## src/rtl/pwmt_pkg.sv

```systemverilog
package pwmt_pkg;
  localparam int BUS_W   = 32;
  localparam int CNT_W   = 10;
  localparam int DIV_W   = 4;
  localparam int EXP_W   = DIV_W + 1;
  localparam int MAX_EXP = 24;

  localparam int ADDR_CTRL  = 0;
  localparam int ADDR_COUNT = 4;

  localparam int CTRL_EN     = 0;
  localparam int CTRL_SRC    = 4;
  localparam int CTRL_SYNC   = 11;
  localparam int CTRL_MODE   = 15;
  localparam int CTRL_DIV_LO = 16;
  localparam int CNT_PER_LO  = 16;
  localparam int CNT_PH_LO   = 0;

  typedef struct packed {
    logic             mode;
    logic [DIV_W-1:0] div;
    logic [CNT_W-1:0] period;
    logic [CNT_W-1:0] phase;
  } pwmt_set_t;

  function automatic logic [EXP_W-1:0] pwmt_exp(input logic mode, input logic [DIV_W-1:0] div);
    logic [EXP_W-1:0] raw;
    raw = {mode, div};
    return (raw > EXP_W'(MAX_EXP)) ? EXP_W'(MAX_EXP) : raw;
  endfunction

  function automatic logic [MAX_EXP-1:0] pwmt_mask(input logic [EXP_W-1:0] e);
    logic [MAX_EXP-1:0] m;
    for (int i = 0; i < MAX_EXP; i++) m[i] = (i < int'(e));
    return m;
  endfunction

  function automatic logic pwmt_ok(input pwmt_set_t s);
    return (s.period != '0) && (s.phase != '0);
  endfunction

  function automatic logic pwmt_high(input logic [CNT_W-1:0] cnt, input logic [CNT_W-1:0] ph);
    return cnt < ph;
  endfunction
endpackage

```

## src/rtl/pwmt_regs.sv

```systemverilog
module pwmt_regs
  import pwmt_pkg::*;
#(
  parameter int ADDR_W = 4
) (
  input  logic              clk,
  input  logic              rst_n,
  input  logic              bus_wr,
  input  logic [ADDR_W-1:0] bus_addr,
  input  logic [BUS_W-1:0]  bus_wdata,
  output logic [BUS_W-1:0]  bus_rdata,
  input  logic              run_q,
  input  logic              boundary,
  output logic              en_q,
  output logic              sync_q,
  output pwmt_set_t         act_q,
  output logic              pend_ok,
  output logic              commit
);
  logic      src_q;
  logic      dirty_q;
  pwmt_set_t pend_q;
  logic      wr_ctrl;
  logic      wr_count;
  logic      unused_wdata;

  assign wr_ctrl  = bus_wr && (bus_addr == ADDR_W'(ADDR_CTRL));
  assign wr_count = bus_wr && (bus_addr == ADDR_W'(ADDR_COUNT));
  assign commit   = dirty_q && !sync_q && (!run_q || boundary);
  assign pend_ok  = pwmt_ok(pend_q);
  assign unused_wdata = ^bus_wdata;

  always_ff @(posedge clk) begin
    if (!rst_n) begin
      en_q    <= 1'b0;
      src_q   <= 1'b0;
      sync_q  <= 1'b0;
      dirty_q <= 1'b0;
      pend_q  <= '0;
      act_q   <= '0;
    end else begin
      if (wr_ctrl) begin
        en_q        <= bus_wdata[CTRL_EN];
        src_q       <= bus_wdata[CTRL_SRC];
        sync_q      <= bus_wdata[CTRL_SYNC];
        pend_q.mode <= bus_wdata[CTRL_MODE];
        pend_q.div  <= bus_wdata[CTRL_DIV_LO +: DIV_W];
      end
      if (wr_count) begin
        pend_q.period <= bus_wdata[CNT_PER_LO +: CNT_W];
        pend_q.phase  <= bus_wdata[CNT_PH_LO +: CNT_W];
      end
      if (wr_ctrl || wr_count) dirty_q <= 1'b1;
      else if (commit)         dirty_q <= 1'b0;
      if (commit) act_q <= pend_q;
    end
  end

  always_comb begin
    bus_rdata = '0;
    if (bus_addr == ADDR_W'(ADDR_CTRL)) begin
      bus_rdata[CTRL_EN]                 = en_q;
      bus_rdata[CTRL_SRC]                = src_q;
      bus_rdata[CTRL_SYNC]               = sync_q;
      bus_rdata[CTRL_MODE]               = pend_q.mode;
      bus_rdata[CTRL_DIV_LO +: DIV_W]    = pend_q.div;
    end else if (bus_addr == ADDR_W'(ADDR_COUNT)) begin
      bus_rdata[CNT_PER_LO +: CNT_W]     = pend_q.period;
      bus_rdata[CNT_PH_LO +: CNT_W]      = pend_q.phase;
    end
  end

  // hold flag freezes the working settings
  a_r6_sync_holds: assert property (@(posedge clk) disable iff (!rst_n)
    sync_q |=> $stable(act_q));
endmodule

```

## src/rtl/pwmt_prescaler.sv

```systemverilog
module pwmt_prescaler
  import pwmt_pkg::*;
#(
  parameter int PRE_W = MAX_EXP
) (
  input  logic             clk,
  input  logic             rst_n,
  input  logic             run_q,
  input  logic [EXP_W-1:0] exp_act,
  output logic             tick
);
  logic [PRE_W-1:0] pcnt_q;
  logic [PRE_W-1:0] mask;

  assign mask = PRE_W'(pwmt_mask(exp_act));
  assign tick = run_q && ((pcnt_q & mask) == mask);

  always_ff @(posedge clk) begin
    if (!rst_n)             pcnt_q <= '0;
    else if (!run_q || tick) pcnt_q <= '0;
    else                     pcnt_q <= pcnt_q + PRE_W'(1);
  end

  // prescaler never leaves the window of the working exponent
  a_r3_pre_in_window: assert property (@(posedge clk) disable iff (!rst_n)
    run_q |-> ((pcnt_q & ~mask) == '0));
  // an idle channel clears the prescaler
  a_r8_pre_cleared: assert property (@(posedge clk) disable iff (!rst_n)
    !run_q |=> (pcnt_q == '0));
endmodule

```

## src/rtl/pwmt_phase_ctr.sv

```systemverilog
module pwmt_phase_ctr
  import pwmt_pkg::*;
(
  input  logic             clk,
  input  logic             rst_n,
  input  logic             en_q,
  input  logic             tick,
  input  logic             commit,
  input  logic             pend_ok,
  input  pwmt_set_t        act_q,
  output logic             run_q,
  output logic             boundary,
  output logic [CNT_W-1:0] cnt_q,
  output logic             pwm_out
);
  logic act_ok;
  logic run_d;

  assign act_ok   = pwmt_ok(act_q);
  assign run_d    = en_q && (commit ? pend_ok : act_ok);
  assign boundary = run_q && tick && (cnt_q == act_q.period - CNT_W'(1));
  assign pwm_out  = en_q && run_q && pwmt_high(cnt_q, act_q.phase);

  always_ff @(posedge clk) begin
    if (!rst_n) begin
      run_q <= 1'b0;
      cnt_q <= '0;
    end else begin
      run_q <= run_d;
      if (!run_q)        cnt_q <= '0;
      else if (boundary) cnt_q <= '0;
      else if (tick)     cnt_q <= cnt_q + CNT_W'(1);
    end
  end

  // counter stays below the working period
  a_r3_cnt_below_period: assert property (@(posedge clk) disable iff (!rst_n)
    run_q |-> (cnt_q < act_q.period));
  // never running on a forbidden setting
  a_r5_run_needs_valid: assert property (@(posedge clk) disable iff (!rst_n)
    run_q |-> ((act_q.period != '0) && (act_q.phase != '0)));
  // each period opens high, so no 0% duty
  a_r5_high_at_start: assert property (@(posedge clk) disable iff (!rst_n)
    (en_q && run_q && (cnt_q == '0)) |-> pwm_out);
  // idle clears the counter
  a_r8_cnt_cleared: assert property (@(posedge clk) disable iff (!rst_n)
    !run_q |=> (cnt_q == '0));
endmodule

```

## src/rtl/pwm_shadow_timer.sv

```systemverilog
module pwm_shadow_timer
  import pwmt_pkg::*;
#(
  parameter int ADDR_W = 4
) (
  input  logic              clk,
  input  logic              rst_n,
  input  logic              bus_wr,
  input  logic [ADDR_W-1:0] bus_addr,
  input  logic [BUS_W-1:0]  bus_wdata,
  output logic [BUS_W-1:0]  bus_rdata,
  output logic              pwm_out
);
  logic             en_q;
  logic             sync_q;
  pwmt_set_t        act_q;
  logic             pend_ok;
  logic             commit;
  logic             run_q;
  logic             boundary;
  logic             tick;
  logic [CNT_W-1:0] cnt_q;
  logic [EXP_W-1:0] exp_act;

  assign exp_act = pwmt_exp(act_q.mode, act_q.div);

  pwmt_regs #(.ADDR_W(ADDR_W)) i_regs (
    .clk(clk), .rst_n(rst_n), .bus_wr(bus_wr), .bus_addr(bus_addr),
    .bus_wdata(bus_wdata), .bus_rdata(bus_rdata), .run_q(run_q),
    .boundary(boundary), .en_q(en_q), .sync_q(sync_q), .act_q(act_q),
    .pend_ok(pend_ok), .commit(commit)
  );

  pwmt_prescaler #(.PRE_W(MAX_EXP)) i_pre (
    .clk(clk), .rst_n(rst_n), .run_q(run_q), .exp_act(exp_act), .tick(tick)
  );

  pwmt_phase_ctr i_ctr (
    .clk(clk), .rst_n(rst_n), .en_q(en_q), .tick(tick), .commit(commit),
    .pend_ok(pend_ok), .act_q(act_q), .run_q(run_q), .boundary(boundary),
    .cnt_q(cnt_q), .pwm_out(pwm_out)
  );

  // a change of working settings while running lands at count zero
  a_r7_change_at_boundary: assert property (@(posedge clk) disable iff (!rst_n)
    (run_q && $past(run_q) && (act_q != $past(act_q))) |-> (cnt_q == '0));
  // high time covering the period keeps the output high
  a_r4_full_high: assert property (@(posedge clk) disable iff (!rst_n)
    (en_q && run_q && (act_q.phase >= act_q.period)) |-> pwm_out);
  // a disabling write silences the output on the next cycle
  a_r8_write_off: assert property (@(posedge clk) disable iff (!rst_n)
    (bus_wr && (bus_addr == ADDR_W'(ADDR_CTRL)) && !bus_wdata[CTRL_EN]) |=> !pwm_out);
endmodule

```

## config.mk

```make
export PLATFORM = sky130hd
export DESIGN_NAME = pwm_shadow_timer
export DESIGN_NICKNAME = d
export VERILOG_FILES = /design/src/rtl/pwmt_pkg.sv /design/src/rtl/pwmt_regs.sv /design/src/rtl/pwmt_prescaler.sv /design/src/rtl/pwmt_phase_ctr.sv /design/src/rtl/pwm_shadow_timer.sv
export SDC_FILE = /design/constraint.sdc
export NUM_CORES = 1
export LEC_CHECK = 0
export ABC_AREA = 1
export BUFFER_PORTS_ARGS = -buffer_cell sky130_fd_sc_hd__buf_4
export CORE_MARGIN = 5
export CORE_UTILIZATION = 50
export CTS_CLUSTER_SIZE = 14
export DETAILED_ROUTE_END_ITERATION = 16
export GPL_TIMING_DRIVEN = 0
export PLACE_DENSITY_LB_ADDON = 0.12
export SLEW_MARGIN = 20
export SYNTH_ARGS = -nofsm -noshare
export SYNTH_HDL_FRONTEND = slang
export SYNTH_SLANG_ARGS = --single-unit
```

## constraint.sdc

```tcl
create_clock -name clk -period 2 [get_ports clk]
set_input_delay 0.4 -clock clk [delete_from_list [all_inputs] [get_ports clk]]
set_output_delay 0.4 -clock clk [all_outputs]
set_load 0.005 [all_outputs]
```

==> results.md, run 1 <==
* Final Hold Viols at 0
* Leak at 2.66 nW
* CTS Buffer Depth at 2
* CP top delay family: flip-flops
* RSZ-0062 raised after global routing: true
* Largest net degree at the start of global routing at 16
* Clk_lat worst skew at 380 ps
* Global route overflow at 0
* H-tree depth at 3
* Final core occ at 71.1%
* CTS sink count at 89
* Number of global-route vias before repair at 5,005
* Setup WS post-layout at -252 ps
* ANT nets after route at 0
* Most frequent cells in the layout: nand2_1, inv_1, buf_4, nand3_1, dfxtp_1
* Die area at 12,000 sq um
* Antenna violations before repair at 0
* Fraction of layout cells with a size suffix above 1 at 34.6%
* Slew headroom at 36.6%
* Worst Hold Class: in -> reg
* Drt pass-1 iters at 5
* Final setup fails at 46
* Final wirelength at 15,100 um
* Failing checks: negative setup slack
* Drt initial violations at 360
* Total Routing Usage GR at 24.3%
* CTS root buf: clkbuf_8
* Io pins at 72
* Ant diodes at 0
* Final Max Slew Viols at 0
* Final Skew at 13.2 ps
* Clock edge transition at the registers on the reported setup and hold paths at 90 ps
* Final setup TNS at -5640 ps
* CP Launch Type: flop
* F_max at 444 MHz
* Std cell rows at 36
* Starting Density at 51.1%
* Max cap viols at 0
* Critical path required time at 1600 ps
* Final nets at 908
* Commonest non-fill, non-tap cell in the layout: nand2_1
* Status: complete, but fails checks
* Via count at 5,383
* Drt drc at 0
* DR vias/cell at 5.42
* Syn_area_per_cell at 6.69 sq um
* Worst setup EP type: output pin
* PortBufs at 51
* Worst slew pin tran at 947 ps
* Core Box Area at 9730 sq um
* Seq cells post-synth at 89
* Crit path buffers/inverters at 2
* Seq/Total Area, Yosys at 35.8%
* Max stage delay on crit path at 410 ps
* Post-DP HPWL at 9870 um
* Worst Path Max Fanout at 3
* Die H at 110 um
* Gpl congestion at 0.886
* Num CTS Buffers at 9
* Tmin final at 2250 ps
* Die width at 110 um
* First-pass GRT wire length at 23,500 um
* Slowest-stage cell, CP: dfxtp_1
* Crit-path cells: inv_1 -> ha_1 -> nand2_1 -> nor2_1 -> o211ai_1 -> o2111ai_2 -> nor3_2 -> buf_4
* DP Area at 5560 sq um
* WP data arrival at 1850 ps
* Period utilization at 113%
* P&R area growth vs syn at 39.1%
* CTS tree: done
* Power Density at 501 nW/um^2
* VDD IR max at 0.362 mV
* Wire length per cell at 15.2 um
* Yosys cell types at 39
* Syn Inst Count at 743
* Synth Cell Area at 4970 sq um
* Critical path type: reg -> out
* Post-route cell area at 6920 sq um
* Synth Warn # at 0
* CTS hold repair buffers at 0
logic make-up after synthesis:
group	share of synthesized area [%]
AOI/OAI and AO/OA	14.2
xor gates and xnor gates	2.29
adders and majority gates	3.27
buffers and inverters	12.7
DFF	35.8
other	0.0754
and+or+nand+nor	31.6
cell usage after synthesis (all sizes together):
cell	instances	area, sq um
nor4	10	62.6
nand4	20	125
clkbuf	12	45.0
o211ai	4	30.0
a21oi	76	380
xor2	9	78.8
inv	102	385
a31oi	1	6.26
nor3	14	81.3
conb	1	3.75
dfxtp	89	1780
nor3b	4	30.0
ha	13	163
nor2	77	297
nand3b	3	22.5
and3b	1	8.76
a21boi	1	7.51
o22ai	7	43.8
or2	1	6.26
nand3	69	350
nand2	152	591
o21ai	41	205
o41ai	1	8.76
xnor2	4	35.0
clkinv	4	15.0
a31o	1	8.76
o2111ai	1	8.76
a41oi	1	8.76
buf	24	184
layout make-up:
class	instances	area (sq um)
flip-flops and latches	89	1840
inverters	106	425
clock buffers	10	138
well taps	133	166
repair inverters	1	6.26
plain buffers	35	267
fillers	790	2810
repair buffers	93	777
clock inverters	6	90.1
multi-input cells	521	3210
worst paths after layout:
path	from	endpoint	slack (ps)	cells after the start
setup / recovery	i_regs.act_q[6]	pwm_out	-250	8
hold / removal	bus_wdata[8]	i_regs.pend_q[8]	300	3
setup reg to reg	i_regs.act_q[23]	i_regs.act_q[16]	-200	15
hold reg to reg	i_pre.pcnt_q[0]	i_pre.pcnt_q[0]	430	1
metrics by stage:
| stage | instances | power (mW) | hold WS [ps] | worst slack (ps) |
|---|---|---|---|---|
| after floorplan | 752 | 1.94 | 430 | 2.50 |
| after global placement | 936 | 2.01 | 440 | -350 |
| after detailed placement | 936 | 2.02 | 450 | -410 |
| after CTS | 976 | 3.45 | 291 | -310 |
| after global routing | 994 | 3.57 | 313 | -287 |
| final | 994 | 3.47 | 302 | -252 |
repair_timing:
action,CTS,global route
setup buffers,20,16
setup endpoints to repair,60,77
pin swaps,29,48
gates resized for setup,115,135
cloned,4,3
endpoints found under the hold margin,0,0
state kept, by name, summed over array words and instances, names as in the netlist:
name	count
i_regs.src_q	1
i_regs.act_q	25
i_regs.pend_q	25
i_ctr.run_q	1
i_regs.dirty_q	1
i_regs.sync_q	1
i_pre.pcnt_q	24
i_ctr.cnt_q	10
i_regs.en_q	1
worst register-to-register path, cell delays in order (launching register included):
cell      delay (ps)
dfxtp_2          340
buf_6            150
nand2_2           80
nand2_4           90
buf_4            120
nand2_1           50
nand3_1           80
nand2_1           50
nand3b_1         230
nor2_4           190
nand3_4          130
nand2_8          140
nand2_8          100
buf_8            210
nand2_4           60
a21oi_2           50
metal layers:
layer	track usage, %	vias to the layer above	routed length [um]
met1	33.9	2503	6850
met5	0	-	0
met2	37.9	182	7100
met4	9.53	0	337
li1	-	2667	-
met3	3.41	31	829
power breakdown:
group | total [mW] | leakage (nW) | internal [mW] | switching [mW]
Clock | 1.45 | 0.113 | 0.743 | 0.709
Sequential | 1.79 | 0.735 | 1.78 | 0.0124
Combinational | 0.229 | 1.81 | 0.103 | 0.126
Note: power is estimated with default switching activity, not from simulation.
==> inputs of run 2 (changes only) <==
--- a/config.mk
+++ b/config.mk
@@ -9,6 +9,7 @@
 export BUFFER_PORTS_ARGS = -buffer_cell sky130_fd_sc_hd__buf_4
 export CORE_MARGIN = 5
 export CORE_UTILIZATION = 50
+export CTS_BUF_LIST = sky130_fd_sc_hd__clkbuf_2
 export CTS_CLUSTER_SIZE = 14
 export DETAILED_ROUTE_END_ITERATION = 16
 export GPL_TIMING_DRIVEN = 0
==> results.md, run 2 (synthesis gave the netlist of run 1 again) <==
* Status: complete, but fails checks
* Failing checks: negative setup slack
* Final Max Slew Viols at 0 (unchanged)
* CTS hold repair buffers at 0 (unchanged)
* First-pass GRT wire length at 23,200 um (-1.4%)
* Ant diodes at 0 (unchanged)
* Critical path required time at 1600 ps (about the same)
* Clock edge transition at the registers on the reported setup and hold paths at 270 ps (+180 ps)
* CTS root buf: clkbuf_2
* Switch Pwr at 0.806 mW (-4.9%)
* Internal power at 2.29 mW (-13%)
* Sequential Area at 1860 sq um (+1.2%)
* R2R setup slack at -170 ps (+30 ps)
* Worst Hold Slack at 82.3 ps (-220 ps)
* Die area at 12,000 sq um (unchanged)
* ANT nets after route at 0 (unchanged)
* Logic pwr share at 7.3% (+0.7 points)
* Largest net degree at the start of global routing at 16 (unchanged)
* Worst Hold Class: in -> reg
* Slowest-stage cell, CP: dfxtp_2
* Die H at 110 um (unchanged)
* Starting Density at 51.1% (unchanged)
* Hold Startpoint: bus_wdata[8]
* Period utilization at 125% (+13 points)
* Max cap viols at 0 (unchanged)
* Crit-path cells: inv_2 -> ha_4 -> a21boi_2 -> o211ai_1 -> o2111ai_2 -> nor3_2 -> buf_4
* DP Area at 5560 sq um (unchanged)
* H-tree depth at 3 (unchanged)
* Max stage delay on crit path at 430 ps (+20 ps)
* Io pins at 72 (unchanged)
* Die width at 110 um (unchanged)
* Area of the multi-input gates at 3220 sq um (+0.16%)
* Via count at 5,322 (-1.1%)
* WP data arrival at 2100 ps (+250 ps)
* Worst Path Max Fanout at 3 (unchanged)
* Leak at 2.64 nW (-0.68%)
* Power Density at 452 nW/um^2 (-9.9%)
* Commonest non-fill, non-tap cell in the layout: nand2_1
* Register share of total power at 57.7% (+6.2 points)
* Largest regs: i_regs.act_q (25), i_regs.pend_q (25), i_pre.pcnt_q (24)
* P&R area growth vs syn at 37.7%
* Drt drc at 0 (unchanged)
* Total Routing Usage GR at 23.9% (-0.39 points)
* Worst slack at placement at -410 ps (unchanged)
* Worst slew pin tran at 982 ps (+34.3 ps)
* CTS sink count at 89 (unchanged)
* VDD IR max at 0.349 mV (-3.6%)
* F_max at 399 MHz (-10%)
* Switch share at 26.0% (+1.6 points)
* RR Endpoint: i_regs.act_q[14]
* Critical path startpoint: i_regs.act_q[1]
* Drt pass-1 iters at 5 (unchanged)
* CP top delay family: compound AO/OA/AOI/OAI gates
* Final wirelength at 14,400 um (-4.5%)
* R2r startpoint: i_regs.act_q[10]
* Setup WS post-layout at -505 ps (-253 ps)
* Most frequent cells in the layout: nand2_1, inv_1, buf_4, nand3_1, dfxtp_1
* Core Box Area at 9730 sq um (unchanged)
* Clk_lat worst skew at 580 ps (+200 ps)
* Std cell rows at 36 (unchanged)
* CTS tree: done
* Final nets at 912 (+0.44%)
* Wire length per cell at 14.5 um (-4.9%)
* CP Launch Type: flop
* Final core occ at 70.4% (-0.71 points)
* Post-DP HPWL at 9870 um (unchanged)
* Antenna violations before repair at 0 (unchanged)
* Tmin final at 2500 ps (+253 ps)
* Number of global-route vias before repair at 4,897 (-2.2%)
* RSZ-0062 raised after global routing: true
* Final Hold Viols at 0 (unchanged)
* Slew headroom at 34.3% (-2.3 points)
* DR vias/cell at 5.33 (-1.5%)
* WP depth at 7 (-1)
* Drt initial violations at 400 (+11%)
* Num CTS Buffers at 9 (unchanged)
* Gpl congestion at 0.886 (unchanged)
* Fraction of layout cells with a size suffix above 1 at 35.6% (+1.0 points)
* Worst setup path endpoint: pwm_out
* Design Power at 3.10 mW (-11%)
* Crit path buffers/inverters at 2 (unchanged)
* CTS Buffer Depth at 2 (unchanged)
* Post-route cell area at 6850 sq um (-0.99%)
* Final cell count without fillers at 998 (+0.40%)
* Worst setup EP type: output pin
* Final Skew at 39.1 ps (+25.9 ps)
* R2R depth at 15 (unchanged)
* PortBufs at 51 (unchanged)
* Critical path type: reg -> out
* Dpl cells at 936 (unchanged)
* Fillers at 790 (unchanged)
* Clk pwr share at 35.0% (-6.9 points)
* Final setup TNS at -3620 ps (+2020 ps)
* Global route overflow at 0 (unchanged)
* Final setup fails at 36 (-22%)
## run 2: changes by cell type in the layout (fill, tap and decap cells not counted), sizes merged
cell / before / now
clkinv: 5 / 7
buf: 115 / 119
inv: 105 / 104
clkbuf: 23 / 22
## run 2: timing repair
action,CTS,global route
pin swaps,27,47
cloned,3,2
endpoints found under the setup margin,62,76
setup buffers,18,26
gates resized for setup,101,156
## run 2: worst min-delay path: stages
cell	delay [ps]
buf_4	70
o21ai_0	60
a21oi_1	100
## run 2: final cells by class
class / count / area share, %
Buffer: 34 / 3.62
Clock buffer: 9 / 0.658
Clock inverter: 7 / 1.37
Inverter: 106 / 6.21
Multi-Input combinational cell: 521 / 47.0
Sequential cell: 89 / 27.1
Tap cell: 133 / 2.43
Timing Repair Buffer: 98 / 11.5
Timing Repair inverter: 1 / 0.0731
## run 2: how the worst min path moves through the flow
stage | end | slack [ps] | cells past startpoint
CTS | i_regs.pend_q[8] | 40 | 3
floorplan | i_regs.src_q | 430 | 2
detailed placement | i_regs.src_q | 450 | 2
finish | i_regs.pend_q[8] | 80 | 3
global placement | i_regs.src_q | 440 | 2
global route | i_regs.pend_q[18] | 50 | 3
## run 2: power groups by stage
| stage | clock [mW] | combinational, mW | sequential (mW) |
|---|---|---|---|
| global placement | 0 | 0.177 | 1.84 |
| global route | 1.18 | 0.248 | 1.79 |
| CTS | 1.10 | 0.201 | 1.80 |
| finish | 1.08 | 0.226 | 1.79 |
| floorplan | 0 | 0.106 | 1.83 |
| detailed placement | 0 | 0.179 | 1.84 |
## run 2: routing by layer
| layer | routed length [um] | global-route usage (%) | up-vias |
|---|---|---|---|
| met1 | 6700 | 33.8 | 2478 |
| li1 | - | - | 2669 |
| met5 | 0 | 0 | - |
| met3 | 832 | 3.17 | 25 |
| met2 | 6660 | 37.4 | 150 |
| met4 | 235 | 8.37 | 0 |
==> inputs of run 3 (changes only) <==
--- a/config.mk
+++ b/config.mk
@@ -13,7 +13,7 @@
 export CTS_CLUSTER_SIZE = 14
 export DETAILED_ROUTE_END_ITERATION = 16
 export GPL_TIMING_DRIVEN = 0
-export PLACE_DENSITY_LB_ADDON = 0.12
+export PLACE_DENSITY = 0.74
 export SLEW_MARGIN = 20
 export SYNTH_ARGS = -nofsm -noshare
 export SYNTH_HDL_FRONTEND = slang
==> results.md, run 3 (synthesis gave the netlist of run 1 again) <==
* CTS Buffer Depth at 2 (unchanged)
* Std cell rows at 36 (unchanged)
* Die width at 110 um (unchanged)
* Drt drc at 0 (unchanged)
* Final nets at 922 (+1.1%)
* CP top delay family: flip-flops
* Core Box Area at 9730 sq um (unchanged)
* Max cap viols at 0 (unchanged)
* Clk_lat worst skew at 610 ps (+30 ps)
* Period utilization at 129% (+3.9 points)
* CTS sink count at 89 (unchanged)
* Final Skew at 37.2 ps (-1.90 ps)
* Die area at 12,000 sq um (unchanged)
* Leak at 2.72 nW (+2.9%)
* Max stage delay on crit path at 430 ps (about the same)
* Commonest non-fill, non-tap cell in the layout: nand2_1
* Global route overflow at 0 (unchanged)
* Logic pwr share at 7.4% (about the same)
* Status: complete, but fails checks
* Design Power at 3.16 mW (+2.1%)
* F_max at 387 MHz (-3.0%)
* Via count at 5,697 (+7.0%)
* Worst Hold Class: in -> reg
* Num CTS Buffers at 9 (unchanged)
* Clock edge transition at the registers on the reported setup and hold paths at 290 ps (+20 ps)
* Slew headroom at 31.9% (-2.4 points)
* Antenna violations before repair at 0 (unchanged)
* Post-DP HPWL at 9860 um (about the same)
* Crit-path cells: inv_1 -> ha_1 -> nand2_1 -> nor2_1 -> o211ai_1 -> o2111ai_2 -> nor3_2 -> buf_4
* CP Launch Type: flop
* Register share of total power at 56.9% (-0.8 points)
* Largest regs: i_regs.act_q (25), i_regs.pend_q (25), i_pre.pcnt_q (24)
* Drt pass-1 iters at 6 (+1)
* First-pass GRT wire length at 22,700 um (-2.1%)
* Worst slack at placement at -460 ps (-49.4 ps)
* Critical path type: reg -> out
* WP data arrival at 2180 ps (+80 ps)
* Largest net degree at the start of global routing at 17 (+1)
* Failing checks: negative setup slack
* CTS tree: done
* Fraction of layout cells with a size suffix above 1 at 37.7% (+2.1 points)
* Worst slew pin tran at 1020 ps (+35.6 ps)
* Clk pwr share at 35.7% (+0.7 points)
* RSZ-0062 raised after global routing: true
* VDD IR max at 0.333 mV (-4.6%)
* Number of global-route vias before repair at 4,826 (-1.4%)
* Setup WS post-layout at -582 ps (-77.1 ps)
* Final core occ at 72.6% (+2.1 points)
* Slowest-stage cell, CP: dfxtp_2
* Ant diodes at 0 (unchanged)
* ANT nets after route at 0 (unchanged)
* Switch share at 26.7% (+0.61 points)
* Total Routing Usage GR at 23.5% (-0.45 points)
* Final Hold Viols at 0 (unchanged)
* Power Density at 448 nW/um^2 (-0.94%)
* Io pins at 72 (unchanged)
* Worst Path Max Fanout at 3 (unchanged)
* Final Max Slew Viols at 0 (unchanged)
* Drt initial violations at 670 (+68%)
* Switch Pwr at 0.843 mW (+4.5%)
* Starting Density at 51.1% (unchanged)
* Crit path buffers/inverters at 2 (unchanged)
* CTS root buf: clkbuf_2
* Internal power at 2.32 mW (+1.2%)
* Final setup fails at 62 (+72%)
* DR vias/cell at 5.65 (+6.0%)
* Final wirelength at 16,800 um (+17%)
* Critical path required time at 1600 ps (about the same)
* P&R area growth vs syn at 41.9%
* Die H at 110 um (unchanged)
* Gpl congestion at 0.888 (+0.27%)
* Wire length per cell at 16.7 um (+15%)
* Most frequent cells in the layout: nand2_1, inv_1, buf_4, nand3_1, dfxtp_1
* H-tree depth at 3 (unchanged)
* PortBufs at 51 (unchanged)
* Tmin final at 2580 ps (+77.1 ps)
* Worst setup EP type: output pin
[run 3: worst paths after layout]
path | start | endpoint | slack, ps | depth (start not counted)
setup reg to reg | i_regs.act_q[21] | i_regs.act_q[3] | -350 | 15
hold reg to reg | i_regs.src_q | i_regs.src_q | 490 | 2
setup / recovery | i_regs.act_q[4] | pwm_out | -580 | 8
hold / removal | bus_wdata[15] | i_regs.pend_q[24] | 70 | 3
[run 3: power groups by stage]
stage	Combinational, mW	Clock [mW]	Sequential [mW]
floorplan	0.106	0	1.83
global placement	0.176	0	1.84
detailed placement	0.178	0	1.84
CTS	0.199	1.11	1.80
global route	0.255	1.20	1.80
finish	0.234	1.13	1.80
[run 3: repair_timing]
item | 4_1_cts | 5_1_grt
buffers inserted | 16 | 33
resized for setup | 96 | 177
endpoints found under the setup margin | 61 | 67
hold buffers | 0 | 0
hold endpoints to repair | 0 | 0
gates cloned | 5 | 3
pin swaps | 23 | 42
[run 3: layout make-up]
class	count	area, sq um
multi-input cells	522	3320
fillers	708	2670
inverters	106	417
repair buffers	106	903
clock inverters	7	103
plain buffers	36	275
clock buffers	9	45.0
flip-flops and latches	89	1830
well taps	133	166
[run 3: metal layers]
metal / global-route usage (%) / vias to the layer above / share of wire, %
met1: 31.9 / 2614 / 41
met5: 0 / - / 0
met4: 7.75 / 0 / 3.6
met3: 3.23 / 66 / 8.3
li1: - / 2682 / -
met2: 38.3 / 335 / 48
[run 3: per-stage QoR]
stage	instances	hold slack, ps	cell area [sq um]	setup TNS, ps
2_1_floorplan	752	430	5010	0
6_report	1008	66.7	7060	-17280
4_1_cts	973	42.5	6150	-7320
5_1_grt	1008	64.5	7060	-24280
3_5_place_dp	936	457	5560	-16750
3_3_place_gp	936	448	5560	-14610
[run 3: worst reg2reg max path: stages (launching register included)]
cell and delay [ps]:
dfxtp_2 380, buf_8 130, clkinvlp_4 100, nand2_2 100, nor2_1 230, nor2_1 110, nand2_1 100, nand2_1 50
nand3b_1 190, nor2_4 120, nand3_2 130, nand2_4 170, nand2_8 110, buf_6 220, nand2_2 70, a21oi_2 50
